$ cat config.mk
export PLATFORM = sky130hd
export DESIGN_NAME = boot_guard
export DESIGN_NICKNAME = d
export VERILOG_FILES = /design/src/rtl/bgp_pkg.sv /design/src/rtl/bgp_rst_sync.sv /design/src/rtl/bgp_region_decode.sv /design/src/rtl/bgp_policy.sv /design/src/rtl/boot_guard.sv
export SDC_FILE = /design/constraint.sdc
export NUM_CORES = 1
export LEC_CHECK = 0
export CAP_MARGIN = 20
export CORE_MARGIN = 5
export CORE_UTILIZATION = 25
export CTS_CLUSTER_SIZE = 30
export DETAILED_ROUTE_END_ITERATION = 8
export MAX_ROUTING_LAYER = met4
export PLACE_DENSITY = 0.74
export SKIP_CTS_REPAIR_TIMING = 1
export SYNTH_ARGS = -nofsm -noshare
export SYNTH_HDL_FRONTEND = slang
export SYNTH_SLANG_ARGS = --single-unit
$ cat constraint.sdc
create_clock -name clk -period 0.8 [get_ports clk]
set_clock_uncertainty 0.05 [all_clocks]
set_input_delay 0.16 -clock clk [delete_from_list [all_inputs] [get_ports clk]]
set_output_delay 0.16 -clock clk [all_outputs]
set_load 0.01 [all_outputs]
$ cat src/rtl/bgp_pkg.sv
package bgp_pkg;
  typedef enum logic [1:0] {
    OP_PROG = 2'd0,
    OP_SECT = 2'd1,
    OP_CHIP = 2'd2,
    OP_LOCK = 2'd3
  } bg_op_e;

  localparam int RG_P1   = 0;
  localparam int RG_P2   = 1;
  localparam int RG_MAIN = 2;
  localparam int RG_BOOT = 3;
  localparam int RG_N    = 4;
endpackage

$ cat src/rtl/bgp_rst_sync.sv
module bgp_rst_sync (
  input  logic clk,
  input  logic arst_n,
  output logic srst_n
);
  logic [1:0] stage_q;

  always_ff @(posedge clk or negedge arst_n) begin
    if (!arst_n) stage_q <= 2'b00;
    else         stage_q <= {stage_q[0], 1'b1};
  end

  assign srst_n = stage_q[1];
endmodule

$ cat src/rtl/bgp_region_decode.sv
module bgp_region_decode
  import bgp_pkg::*;
#(
  parameter int ADDR_W   = 19,
  parameter int BLK_W    = 13,
  parameter bit TOP_BOOT = 1'b0
) (
  input  logic [ADDR_W-1:0] addr,
  output logic [RG_N-1:0]   region
);
  localparam int IDX_W = ADDR_W - BLK_W;

  logic [IDX_W-1:0] idx;

  generate
    if (TOP_BOOT) begin : g_top
      assign idx = ~addr[ADDR_W-1:BLK_W];
    end else begin : g_bottom
      assign idx = addr[ADDR_W-1:BLK_W];
    end
  endgenerate

  always_comb begin
    region = '0;
    if (idx == IDX_W'(0))      region[RG_BOOT] = 1'b1;
    else if (idx == IDX_W'(1)) region[RG_P1]   = 1'b1;
    else if (idx == IDX_W'(2)) region[RG_P2]   = 1'b1;
    else                       region[RG_MAIN] = 1'b1;
  end
endmodule

$ cat src/rtl/bgp_policy.sv
module bgp_policy
  import bgp_pkg::*;
(
  input  bg_op_e          op,
  input  logic [RG_N-1:0] region,
  input  logic            locked,
  input  logic            override_hv,
  output logic            permit,
  output logic            set_lock,
  output logic [RG_N-1:0] mask
);
  logic guard;
  logic boot_sector;

  assign guard       = locked & ~override_hv;
  assign boot_sector = region[RG_MAIN] | region[RG_BOOT];

  always_comb begin
    permit   = 1'b1;
    set_lock = 1'b0;
    mask     = '0;
    unique case (op)
      OP_PROG: begin
        if (region[RG_BOOT] && guard) permit = 1'b0;
        else                          mask   = region;
      end
      OP_SECT: begin
        if (boot_sector) begin
          mask[RG_MAIN] = 1'b1;
          mask[RG_BOOT] = ~guard;
        end else begin
          mask = region;
        end
      end
      OP_CHIP: begin
        mask[RG_P1]   = 1'b1;
        mask[RG_P2]   = 1'b1;
        mask[RG_MAIN] = 1'b1;
        mask[RG_BOOT] = ~guard;
      end
      OP_LOCK: set_lock = 1'b1;
      default: permit = 1'b0;
    endcase
  end
endmodule

$ cat src/rtl/boot_guard.sv
module boot_guard
  import bgp_pkg::*;
#(
  parameter int ADDR_W   = 19,
  parameter int BLK_W    = 13,
  parameter bit TOP_BOOT = 1'b0
) (
  input  logic              clk,
  input  logic              por_n,
  input  logic              rst_n,
  input  logic              req_valid,
  input  logic [1:0]        req_op,
  input  logic [ADDR_W-1:0] req_addr,
  input  logic              req_override,
  input  logic [ADDR_W-1:0] id_addr,
  output logic              grant,
  output logic              reject,
  output logic [3:0]        region_mask,
  output logic              id_lock_bit
);
  localparam logic [ADDR_W-1:0] ID_LOCK_ADDR = ADDR_W'(2);

  logic            por_sync_n;
  logic            run;
  logic [RG_N-1:0] region;
  logic            permit;
  logic            set_lock;
  logic [RG_N-1:0] pol_mask;

  logic            lock_q,  lock_d;
  logic            grant_q, grant_d;
  logic            rej_q,   rej_d;
  logic [RG_N-1:0] mask_q,  mask_d;

  bgp_rst_sync u_por_sync (
    .clk    (clk),
    .arst_n (por_n),
    .srst_n (por_sync_n)
  );

  bgp_rst_sync u_fn_sync (
    .clk    (clk),
    .arst_n (rst_n & por_n),
    .srst_n (run)
  );

  bgp_region_decode #(
    .ADDR_W   (ADDR_W),
    .BLK_W    (BLK_W),
    .TOP_BOOT (TOP_BOOT)
  ) u_dec (
    .addr   (req_addr),
    .region (region)
  );

  bgp_policy u_pol (
    .op          (bg_op_e'(req_op)),
    .region      (region),
    .locked      (lock_q),
    .override_hv (req_override),
    .permit      (permit),
    .set_lock    (set_lock),
    .mask        (pol_mask)
  );

  always_comb begin
    lock_d  = lock_q;
    grant_d = 1'b0;
    rej_d   = 1'b0;
    mask_d  = '0;
    if (req_valid) begin
      grant_d = permit;
      rej_d   = ~permit;
      mask_d  = pol_mask;
      if (set_lock) lock_d = 1'b1;
    end
  end

  always_ff @(posedge clk or negedge por_sync_n) begin
    if (!por_sync_n)  lock_q <= 1'b0;
    else if (run)     lock_q <= lock_d;
  end

  always_ff @(posedge clk or negedge run) begin
    if (!run) begin
      grant_q <= 1'b0;
      rej_q   <= 1'b0;
      mask_q  <= '0;
    end else begin
      grant_q <= grant_d;
      rej_q   <= rej_d;
      mask_q  <= mask_d;
    end
  end

  assign grant       = grant_q;
  assign reject      = rej_q;
  assign region_mask = mask_q;
  assign id_lock_bit = lock_q & (id_addr == ID_LOCK_ADDR);
endmodule

==> summary.md <==
| Metric | Value |
|---|---|
| Overflow after GRT | 0 |
| Core area | between 1500 and 2000 µm² |
| Post-synth EDFFs | 0 |
| Synth area leader | dfrtp_1 |
| Die ar. | approximately 3000 µm² |
| # DRC | 0 |
| NumNets Final | about 140 |
| CP endpoint kind | output pin |
| Outcome | finished, violations left |
| Lkg Pwr | ~0.52 nW |
| Maxcap violations | 0 |
| Post-Syn Area | 497 µm² |
| Commonest non-fill, non-tap cells in the layout | clkdlybuf4s50_1 (21), dfrtp_1 (10), dlymetal6s2s_1 (7), clkbuf_2 (7), buf_4 (7) |
| Fillers | 162 |
| Synth Instances | 43 |
| RSZ-0062 raised after global routing | yes |
| Initial DRC count | 3 |
| Total length of routed wires | 1770 µm |
| Commonest non-fill, non-tap cell in the layout | clkdlybuf4s50_1 |
| Longest Clk Path Bufs | 2 |
| Synth Area per Inst | roughly 12 µm² |
| Clock latency on the worst-skew pair | about 0.25 ns |
| Initial core utilization | about 26% |
| Largest cells by area after synthesis | dfrtp_1 (55%), nor4_1 (6.3%), o21a_1 (4.5%) |
| TritonCTS clock tree | yes |
| Root Driver | clkbuf_4 |
| CP arrival | approximately 1.2 ns |
| Synth-to-layout area growth | 126% |
| Die Wd | around 55 µm |
| Buf/Inv on CP | 2 |
| Post-synth top flop | dfrtp_1 |
| Worst-path clk slew | 0.06 ns |
| Final Setup Violations | 14 |
| Number of buffers added on ports | 38 |
| Clock Power Share | a little over a quarter |
| Largest net degree at the start of global routing | 8 |
| Final WS setup | -0.650 ns |
| Crit path launch type | input port |
| First-pass GRT wire length | 2350 µm |
| Logic pwr share | 27.2% |
| Layout Cells excl Fill | between 100 and 150 |
| Via count | about 570 |
| Post-synth top area share | a little under three fifths |
| H-Tree Depth | 1 |
| Synth async-reset ratio | 100% |
| Power Total | between 1 and 1.5 mW |
| FMAX | roughly 690 MHz |
| Crit-path max cell delay | about 0.43 ns |
| Vias per cell | 4.58 |
| Die Span Y | ~55 µm |
| First drt pass iteration count | 4 |
| Antenna-violating nets left | 0 |
| Row cnt | 16 |
| Hold Crit Class | in2async |
| Sequential area share after synthesis | between 50% and 60% |
| Num ports | 52 |
| Slew Limit Fails | 0 |
| Number of synthesized register bits | 11 |
| Cell Chain, Critical Path | clkdlybuf4s50_1 > nor4_2 > nand3_1 > nor2_2 > buf_2 |
| Minimum clock period | between 1 and 1.5 ns |
| Crit share post-route | 181% |
| Vias in the first global route | around 580 |
| Sequential power share | roughly 46% |
| WL/cell | around 14 µm |
| Sw Share | roughly 23% |
| Share of cells above drive strength 1 | 40.8% |
| Dpl hpwl | roughly 1400 µm |
| Overall Global Routing Usage | between 10% and 20% |
| Final Hold Fails | 0 |
| Initial antenna violation count | 0 |
| Final GP Congestion | 0.736 |
| Cell variety after synth | 21 |
| Synth warnings | 0 |
| Clk sinks | 11 |
| Net Sw Power | around 290 µW |
| Delay-heaviest family, CP | buffers and inverters |
| Total CTS buffers | 3 |
| Pwr dens | about 1200 nW/µm² |
| Failing checks | negative setup slack |
| Slowest cell on crit path | clkdlybuf4s50_1 |
| Antenna Cells | 0 |
| Internal power | 1.00 mW |
| Crit path max fanout | 1 |
| CP Class | in2out |
| DP Cell Count | around 120 |
| Peak supply drop | 1220 µV |
| Worst EP required | ~0.59 ns |
[power by group through the flow]
stage	Clock [mW]	Combinational (mW)	Sequential (mW)
finish	0.354	0.353	0.591
global route	0.406	0.378	0.594
global placement	0	0.312	0.601
floorplan	0	0.0533	0.613
CTS	0.371	0.320	0.592
detailed placement	0	0.320	0.602
[synth_stat cells (2+ instances only)]
cell type / number
a21oi_1: 2
and2_1: 2
dfrtp_1: 11
nand2_1: 2
nand2b_1: 2
nor2b_1: 2
nor4_1: 5
nor4b_1: 2
o21a_1: 3
[through the flow]
step | utilization [%] | setup WS (ns) | TNS [ns] | area (µm²) | hold WS, ns
3_3_place_gp | 52.6 | -1.01 | -7.84 | 1010 | -0.0523
6_report | 58.5 | -0.650 | -3.57 | 1120 | 0.0203
3_5_place_dp | 52.6 | -1.07 | -8.13 | 1010 | -0.0407
5_1_grt | 58.5 | -0.736 | -4.21 | 1120 | 0.0106
2_1_floorplan | - | -0.404 | -2.08 | 522 | -0.186
4_1_cts | 54.0 | -1.07 | -7.94 | 1040 | -0.0347
[worst reg2reg max path: cells and delay by family, from the launching register on]
family | cells | cell delay (ns)
buffers and inverters | 1 | 0.11
AND/OR/NAND/NOR | 3 | 0.78
flip-flops | 1 | 0.36
[layer usage]
layer  global-route usage [%]  vias to the layer above  part of all wire [%]
met5                        -                        -                     0
met4                     2.49                        0                   1.4
met3                     4.90                        4                    15
met2                     19.3                       36                    48
met1                     11.9                      258                    35
li1                         -                      274                     -
[final timing paths]
path | cells past startpoint | end | slack, ns | from
worst max-delay path | 5 | id_lock_bit | -0.65 | id_addr[14]
worst min-delay path | 1 | u_por_sync.stage_q[0]$_DFF_PN0_ | 0.02 | por_n
worst max register to register | 4 | reject$_DFF_PN0_ | -0.56 | lock_q$_DFFE_PN0P_
worst min register to register | 1 | region_mask[2]$_DFF_PN0_ | 0.11 | u_fn_sync.stage_q[1]$_DFF_PN0_
max in group asynchronous | 1 | lock_q$_DFFE_PN0P_ | 0.11 | u_por_sync.stage_q[1]$_DFF_PN0_
min in group clk | 2 | region_mask[2]$_DFF_PN0_ | 0.21 | req_valid
[registers in the layout (all words and copies together) (netlist names)]
name                flops
reject                  1
u_fn_sync.stage_q       2
region_mask             4
grant                   1
lock_q                  1
u_por_sync.stage_q      2
[cells by family after synthesis]
kind of cell,synth area share [%]
compound gates,12.1
flops,55.4
other cells,0.755
simple gates,31.7
[final cells by class]
class | instances | area [µm²] | area share (%)
multi-input combinational | 33 | 320 | 28.5
timing repair buffer | 50 | 468 | 41.6
clock buffer | 4 | 26.3 | 2.34
sequential | 11 | 277 | 24.6
tap | 27 | 33.8 | 3.00
No activity file was read; power rests on OpenSTA's default activity.
